### src/rtl/wp_pkg.sv
package wp_pkg;
  localparam int WAYS = 2;

  typedef enum logic [1:0] {
    ST_IDLE,
    ST_ALT,
    ST_FILL
  } wp_state_e;
endpackage

### src/rtl/wp_tag_array.sv
module wp_tag_array #(
  parameter int SETS  = 16,
  parameter int TAG_W = 12,
  localparam int IDX_W = $clog2(SETS)
) (
  input  logic                              clk_i,
  input  logic                              rst_ni,
  input  logic [IDX_W-1:0]                  rd_idx_i,
  output logic [wp_pkg::WAYS-1:0][TAG_W-1:0] rd_tag_o,
  output logic [wp_pkg::WAYS-1:0]           rd_vld_o,
  input  logic                              wr_en_i,
  input  logic                              wr_way_i,
  input  logic [IDX_W-1:0]                  wr_idx_i,
  input  logic [TAG_W-1:0]                  wr_tag_i
);
  for (genvar w = 0; w < wp_pkg::WAYS; w++) begin : g_way
    logic [TAG_W-1:0] tag_q [SETS];
    logic [SETS-1:0]  vld_q;
    logic             sel;

    assign sel = wr_en_i && (wr_way_i == 1'(w));

    always_ff @(posedge clk_i or negedge rst_ni) begin
      if (!rst_ni) vld_q <= '0;
      else if (sel) vld_q[wr_idx_i] <= 1'b1;
    end

    always_ff @(posedge clk_i) begin
      if (sel) tag_q[wr_idx_i] <= wr_tag_i;
    end

    assign rd_tag_o[w] = tag_q[rd_idx_i];
    assign rd_vld_o[w] = vld_q[rd_idx_i];
  end
endmodule

### src/rtl/wp_data_array.sv
module wp_data_array #(
  parameter int SETS   = 16,
  parameter int DATA_W = 32,
  localparam int IDX_W = $clog2(SETS)
) (
  input  logic              clk_i,
  input  logic [IDX_W-1:0]  rd_idx_i,
  input  logic              rd_way_i,
  output logic [DATA_W-1:0] rd_data_o,
  input  logic              wr_en_i,
  input  logic              wr_way_i,
  input  logic [IDX_W-1:0]  wr_idx_i,
  input  logic [DATA_W-1:0] wr_data_i
);
  logic [wp_pkg::WAYS-1:0][DATA_W-1:0] way_data;

  for (genvar w = 0; w < wp_pkg::WAYS; w++) begin : g_way
    logic [DATA_W-1:0] mem_q [SETS];

    always_ff @(posedge clk_i) begin
      if (wr_en_i && (wr_way_i == 1'(w))) mem_q[wr_idx_i] <= wr_data_i;
    end

    assign way_data[w] = mem_q[rd_idx_i];
  end

  // Mux steered by the prediction, ahead of the tag compare
  assign rd_data_o = way_data[rd_way_i];
endmodule

### src/rtl/wp_pred.sv
module wp_pred #(
  parameter int SETS = 16,
  localparam int IDX_W = $clog2(SETS)
) (
  input  logic             clk_i,
  input  logic             rst_ni,
  input  logic [IDX_W-1:0] rd_idx_i,
  output logic             pred_way_o,
  output logic             lru_way_o,
  input  logic             upd_en_i,
  input  logic [IDX_W-1:0] upd_idx_i,
  input  logic             upd_way_i
);
  logic [SETS-1:0] pred_q;
  logic [SETS-1:0] lru_q;

  always_ff @(posedge clk_i or negedge rst_ni) begin
    if (!rst_ni) begin
      pred_q <= '0;
      lru_q  <= '0;
    end else if (upd_en_i) begin
      pred_q[upd_idx_i] <= upd_way_i;
      lru_q[upd_idx_i]  <= ~upd_way_i;
    end
  end

  assign pred_way_o = pred_q[rd_idx_i];
  assign lru_way_o  = lru_q[rd_idx_i];
endmodule

### src/rtl/wp_cache.sv
module wp_cache #(
  parameter int ADDR_W = 16,
  parameter int DATA_W = 32,
  parameter int SETS   = 16,
  localparam int IDX_W = $clog2(SETS),
  localparam int TAG_W = ADDR_W - IDX_W
) (
  input  logic              clk_i,
  input  logic              rst_ni,
  input  logic              req_valid_i,
  input  logic [ADDR_W-1:0] req_addr_i,
  output logic              stall_o,
  output logic              resp_valid_o,
  output logic [DATA_W-1:0] resp_data_o,
  output logic              resp_slow_o,
  output logic              resp_miss_o,
  output logic              mem_req_o,
  output logic [ADDR_W-1:0] mem_addr_o,
  input  logic              mem_ack_i,
  input  logic [DATA_W-1:0] mem_data_i
);
  import wp_pkg::*;

  wp_state_e         state_q;
  logic [ADDR_W-1:0] addr_q;
  logic              alt_q, victim_q;
  logic              rv_q, slow_q, miss_q;
  logic [DATA_W-1:0] rdata_q;

  logic [ADDR_W-1:0] lk_addr;
  logic [IDX_W-1:0]  lk_idx;
  logic [TAG_W-1:0]  lk_tag;
  logic              pred_way, lru_way, probe_way;
  logic [WAYS-1:0][TAG_W-1:0] rd_tag;
  logic [WAYS-1:0]   rd_vld;
  logic [TAG_W-1:0]  sel_tag;
  logic              probe_hit;
  logic [DATA_W-1:0] rd_data;
  logic              accept, fill_done, upd_en, upd_way;

  assign lk_addr   = (state_q == ST_IDLE) ? req_addr_i : addr_q;
  assign lk_idx    = lk_addr[IDX_W-1:0];
  assign lk_tag    = lk_addr[ADDR_W-1:IDX_W];
  assign probe_way = (state_q == ST_IDLE) ? pred_way : alt_q;

  // Single comparator: only the probed way's tag is checked
  assign sel_tag   = rd_tag[probe_way];
  assign probe_hit = rd_vld[probe_way] && (sel_tag == lk_tag);

  assign accept    = (state_q == ST_IDLE) && req_valid_i;
  assign fill_done = (state_q == ST_FILL) && mem_ack_i;
  assign upd_en    = (accept && probe_hit) || ((state_q == ST_ALT) && probe_hit) || fill_done;
  assign upd_way   = (state_q == ST_FILL) ? victim_q : probe_way;

  wp_tag_array #(.SETS(SETS), .TAG_W(TAG_W)) u_tags (
    .clk_i    (clk_i),
    .rst_ni   (rst_ni),
    .rd_idx_i (lk_idx),
    .rd_tag_o (rd_tag),
    .rd_vld_o (rd_vld),
    .wr_en_i  (fill_done),
    .wr_way_i (victim_q),
    .wr_idx_i (lk_idx),
    .wr_tag_i (lk_tag)
  );

  wp_data_array #(.SETS(SETS), .DATA_W(DATA_W)) u_data (
    .clk_i     (clk_i),
    .rd_idx_i  (lk_idx),
    .rd_way_i  (probe_way),
    .rd_data_o (rd_data),
    .wr_en_i   (fill_done),
    .wr_way_i  (victim_q),
    .wr_idx_i  (lk_idx),
    .wr_data_i (mem_data_i)
  );

  wp_pred #(.SETS(SETS)) u_pred (
    .clk_i      (clk_i),
    .rst_ni     (rst_ni),
    .rd_idx_i   (lk_idx),
    .pred_way_o (pred_way),
    .lru_way_o  (lru_way),
    .upd_en_i   (upd_en),
    .upd_idx_i  (lk_idx),
    .upd_way_i  (upd_way)
  );

  always_ff @(posedge clk_i or negedge rst_ni) begin
    if (!rst_ni) begin
      state_q  <= ST_IDLE;
      addr_q   <= '0;
      alt_q    <= 1'b0;
      victim_q <= 1'b0;
      rv_q     <= 1'b0;
      slow_q   <= 1'b0;
      miss_q   <= 1'b0;
      rdata_q  <= '0;
    end else begin
      rv_q   <= 1'b0;
      slow_q <= 1'b0;
      miss_q <= 1'b0;
      unique case (state_q)
        ST_IDLE: if (accept) begin
          if (probe_hit) begin
            rv_q    <= 1'b1;
            rdata_q <= rd_data;
          end else begin
            addr_q  <= req_addr_i;
            alt_q   <= ~pred_way;
            state_q <= ST_ALT;
          end
        end
        ST_ALT: begin
          if (probe_hit) begin
            rv_q    <= 1'b1;
            slow_q  <= 1'b1;
            rdata_q <= rd_data;
            state_q <= ST_IDLE;
          end else begin
            victim_q <= lru_way;
            state_q  <= ST_FILL;
          end
        end
        ST_FILL: if (mem_ack_i) begin
          rv_q    <= 1'b1;
          miss_q  <= 1'b1;
          rdata_q <= mem_data_i;
          state_q <= ST_IDLE;
        end
        default: state_q <= ST_IDLE;
      endcase
    end
  end

  assign stall_o      = (state_q != ST_IDLE);
  assign resp_valid_o = rv_q;
  assign resp_data_o  = rdata_q;
  assign resp_slow_o  = slow_q;
  assign resp_miss_o  = miss_q;
  assign mem_req_o    = (state_q == ST_FILL);
  assign mem_addr_o   = addr_q;

  AST_FAST_HIT: assert property (@(posedge clk_i) disable iff (!rst_ni)
    accept && probe_hit |=> resp_valid_o && !resp_slow_o && !resp_miss_o);
  AST_WAY_MISS_STALL: assert property (@(posedge clk_i) disable iff (!rst_ni)
    accept && !probe_hit |=> stall_o && !resp_valid_o);
  AST_ALT_ONE_CYCLE: assert property (@(posedge clk_i) disable iff (!rst_ni)
    (state_q == ST_ALT) |=> (state_q != ST_ALT));
  AST_FLAGS_EXCL: assert property (@(posedge clk_i) disable iff (!rst_ni)
    resp_valid_o |-> $onehot0({resp_slow_o, resp_miss_o}));
  AST_FILL_HOLD: assert property (@(posedge clk_i) disable iff (!rst_ni)
    mem_req_o && !mem_ack_i |=> mem_req_o && $stable(mem_addr_o));
  AST_MISS_AFTER_ACK: assert property (@(posedge clk_i) disable iff (!rst_ni)
    resp_miss_o |-> $past(mem_ack_i));
endmodule

### config.mk
export PLATFORM = sky130hd
export DESIGN_NAME = wp_cache
export DESIGN_NICKNAME = d
export VERILOG_FILES = /design/src/rtl/wp_pkg.sv /design/src/rtl/wp_tag_array.sv /design/src/rtl/wp_data_array.sv /design/src/rtl/wp_pred.sv /design/src/rtl/wp_cache.sv
export SDC_FILE = /design/constraint.sdc
export NUM_CORES = 2
export LEC_CHECK = 0
export ABC_AREA = 1
export BUFFER_PORTS_ARGS = -buffer_cell sky130_fd_sc_hd__buf_2
export CAP_MARGIN = 20
export CORE_ASPECT_RATIO = 0.8
export CORE_MARGIN = 2
export CORE_UTILIZATION = 55
export CTS_BUF_LIST = sky130_fd_sc_hd__clkbuf_4 sky130_fd_sc_hd__clkbuf_8
export DETAILED_ROUTE_END_ITERATION = 16
export PLACE_DENSITY = 0.71
export SYNTH_ARGS = -nofsm -noshare
export SYNTH_HDL_FRONTEND = slang
export SYNTH_SLANG_ARGS = --single-unit
### constraint.sdc
create_clock -name clk_i -period 6.55 [get_ports clk_i]
set_input_delay 0.3275 -clock clk_i [delete_from_list [all_inputs] [get_ports clk_i]]
set_output_delay 0.3275 -clock clk_i [all_outputs]
set_load 0.1 [all_outputs]
==> key figures <==
Global routing
  – Total track usage: 30.0%
  – First-pass GRT wire length: 243 mm
  – Antenna violations before repair: 6
  – Overflow after GRT: 0
  – Vias in the first global route: 36.7k
  – Largest net degree at the start of global routing: 172

Floorplanning
  – I/O pins: 105
  – Row cnt: 107
  – Die ar.: 110000 um^2
  – Total core area: 107000 um^2
  – Initial Util: 55.6%
  – Die Ht: 298 um
  – Die width: 371 um

Setup path
  – Worst path bufs/invs: 8
  – Cell family with most CP delay: buffers and inverters
  – Setup Crit Path Kind: reg2reg
  – CP max stage cell: dlygate4sd3_1
  – Critical path fanouts, max: 113
  – Most used cell, CP: nand2_1
  – CP startpoint kind: register
  – Max incr delay on CP: 0.55 ns
  – CP Capture Type: register
  – WP data arrival: 6.37 ns
  – Worst Path Required: 7.38 ns

Clock tree
  – CTS Buffer Depth: 3
  – Clk root buf: clkbuf_8
  – CTS H-Tree Depth: 4
  – Postcts setup bufs: 0
  – CTS resizes: 0
  – TritonCTS clock tree: yes
  – Reg clk slew, reported paths: 0.06 ns
  – CTS Sinks: 1527
  – Clock insertion delay at the later pin of the skew report: 0.98 ns
  – Number of buffers created by CTS: 221
  – Cts-stage hold buffer count: 69

STA
  – Slew @ Worst Pin: 1.22 ns
  – Hold Vio Cnt, Final: 0
  – Min cycle time layout: 5.54 ns
  – Max Clk Rate: 0.181 GHz
  – RSZ-0062 raised after global routing: false
  – Final Setup Violations: 0
  – Slew Limit Fails: 0
  – TNS Setup: 0 ns
  – Slew HR: 18.9%
  – Crit share post-route: 84.6%
  – Clock Skew: 0.0679 ns

Placed design
  – Routability Congestion: 0.908
  – Port Buffers: 104
  – Final HPWL DP: 83.7 mm
  – Placed Instances: 5773

Cells and area
  – Syn-to-layout area delta: 13.5%
  – Fin cells: 6256
  – Final nets: 4704
  – Layout cells sized above 1: 13.9%
  – Finished Core Util: 63.1%

Synthesis
  – Post-Syn Instances: 4413
  – Ys Warns: 0
  – Seq/Total Area, Yosys: 76.3%
  – Synth cell types: 31
  – Cell Area, Synth: 59300 um^2
  – Average size of a mapped cell: 13.4 um^2
  – Syn nets: 4465
  – Synthesis-stage register bit count: 1527

Outcome
  – Outcome: finished, final reports clean

Run
  – # Max-Cap Violations: 0

Drt
  – Routed WL per cell: 26.7 um
  – DRC viols: 0
  – First drt pass iteration count: 6
  – Via/cell ratio: 6.24
  – Drt first-iter violations: 6142
  – Routed wire length: 167 mm
  – DR vias: 39.0k
  – Final ANT Viol Nets: 0

Worst hold path
  – Hold Path Class: in2reg

Pwr
  – VDD IR max: 0.000507 V
  – Pwr dens: 475 nW/um^2
  – LEAKAGE: 24.0 nW
==> worst min-delay path: stages <==
cell and delay [ns]:
dlygate4sd3_1 0.53, buf_2 0.18, o22ai_1 0.12
==> flip-flops by register name (all words and copies together), names as in the netlist <==
register / cells
alt_q: 1
mem_addr_o: 16
resp_data_o: 32
resp_miss_o: 1
resp_slow_o: 1
resp_valid_o: 1
state_q: 2
u_data.g_way.mem_q: 1024
u_pred.lru_q: 16
u_pred.pred_q: 16
u_tags.g_way.tag_q: 384
u_tags.g_way.vld_q: 32
victim_q: 1
==> cells in the mapped netlist, drive strengths merged <==
cell	number	share of area (%)
a21oi	261	2.2
a22oi	520	6.6
buf	88	0.71
clkbuf	165	1.0
clkinv	4	0.025
dfrtp	119	5.0
edfxtp	1408	71
inv	225	1.4
nand2	877	5.6
nand3	115	0.97
nand3b	3	0.038
nand4	41	0.43
nor2	306	2.0
nor3	1	0.0084
nor4	64	0.68
o21ai	147	1.3
o22a	2	0.030
o22ai	22	0.23
or2	44	0.46
or4	1	0.013
==> cell usage in the layout, fill, tap and decap left out, types with 67 or more instances in the layout <==
cell type         n
dfrtp_1         119
a21oi_1         261
inv_1           212
nand3_1         115
nor2_1          265
o21ai_0          67
clkbuf_4         79
clkbuf_8        241
o21ai_1          76
edfxtp_1       1408
dlygate4sd3_1    68
a22oi_1         520
nand2_1         865
buf_2           103
==> where the power goes <==
part / total (mW) / internal [mW] / switching (mW)
registers: 11.8 / 11.6 / 0.244
clock network: 7.70 / 3.99 / 3.70
logic: 12.5 / 3.14 / 9.31
total: 32.0 / 18.7 / 13.3
==> metal layers <==
| metal | vias to the layer above | routed length [um] | GRT usage (%) |
|---|---|---|---|
| li1 | 16744 | - | - |
| met4 | 8 | 5400 | 10.5 |
| met2 | 2734 | 74200 | 44.1 |
| met5 | - | 89 | 0 |
| met3 | 377 | 21800 | 6.57 |
| met1 | 19174 | 65700 | 44.5 |
==> cells by family after synthesis <==
kind of cell,count (synthesis),share of synthesized area (%)
buf+inv,482,3.20
simple gates,1452,10.1
compound gates,952,10.3
flops,1527,76.3
==> final timing paths <==
check                                start               to  slack, ns  depth (start not counted)
min                              mem_ack_i       state_q[1]       0.24                          3
min reg2reg                resp_data_o[21]  resp_data_o[21]       0.47                          2
max in group asynchronous           rst_ni  resp_data_o[31]       5.37                          5
max                             state_q[0]    mem_addr_o[3]       1.01                         27
max reg2reg                     state_q[0]    mem_addr_o[3]       1.01                         27
min in group asynchronous           rst_ni    mem_addr_o[5]       0.49                          4
==> area by class of cell <==
class                   instances  area [um^2]
inverters                     229          882
multi-input cells            2404        12500
well taps                    1417         1770
clock buffers                 320         3910
flip-flops and latches       1527        45300
fillers                      7726        39400
repair buffers                269         2390
diodes                          5         12.5
clock inverters                85          593
==> per-stage QoR <==
stage / setup slack [ns] / area (um^2) / power [mW] / hold slack [ns]
after floorplan: 1.39 / 59300 / 20.0 / 0.0319
after global placement: 1.34 / 61900 / 23.9 / 0.291
after detailed placement: 1.19 / 61900 / 24.0 / 0.292
after CTS: 1.16 / 67200 / 31.7 / 0.193
after global routing: 0.742 / 67300 / 33.3 / 0.264
final: 1.01 / 67300 / 32.0 / 0.237
(Power assumes the default switching activity.)
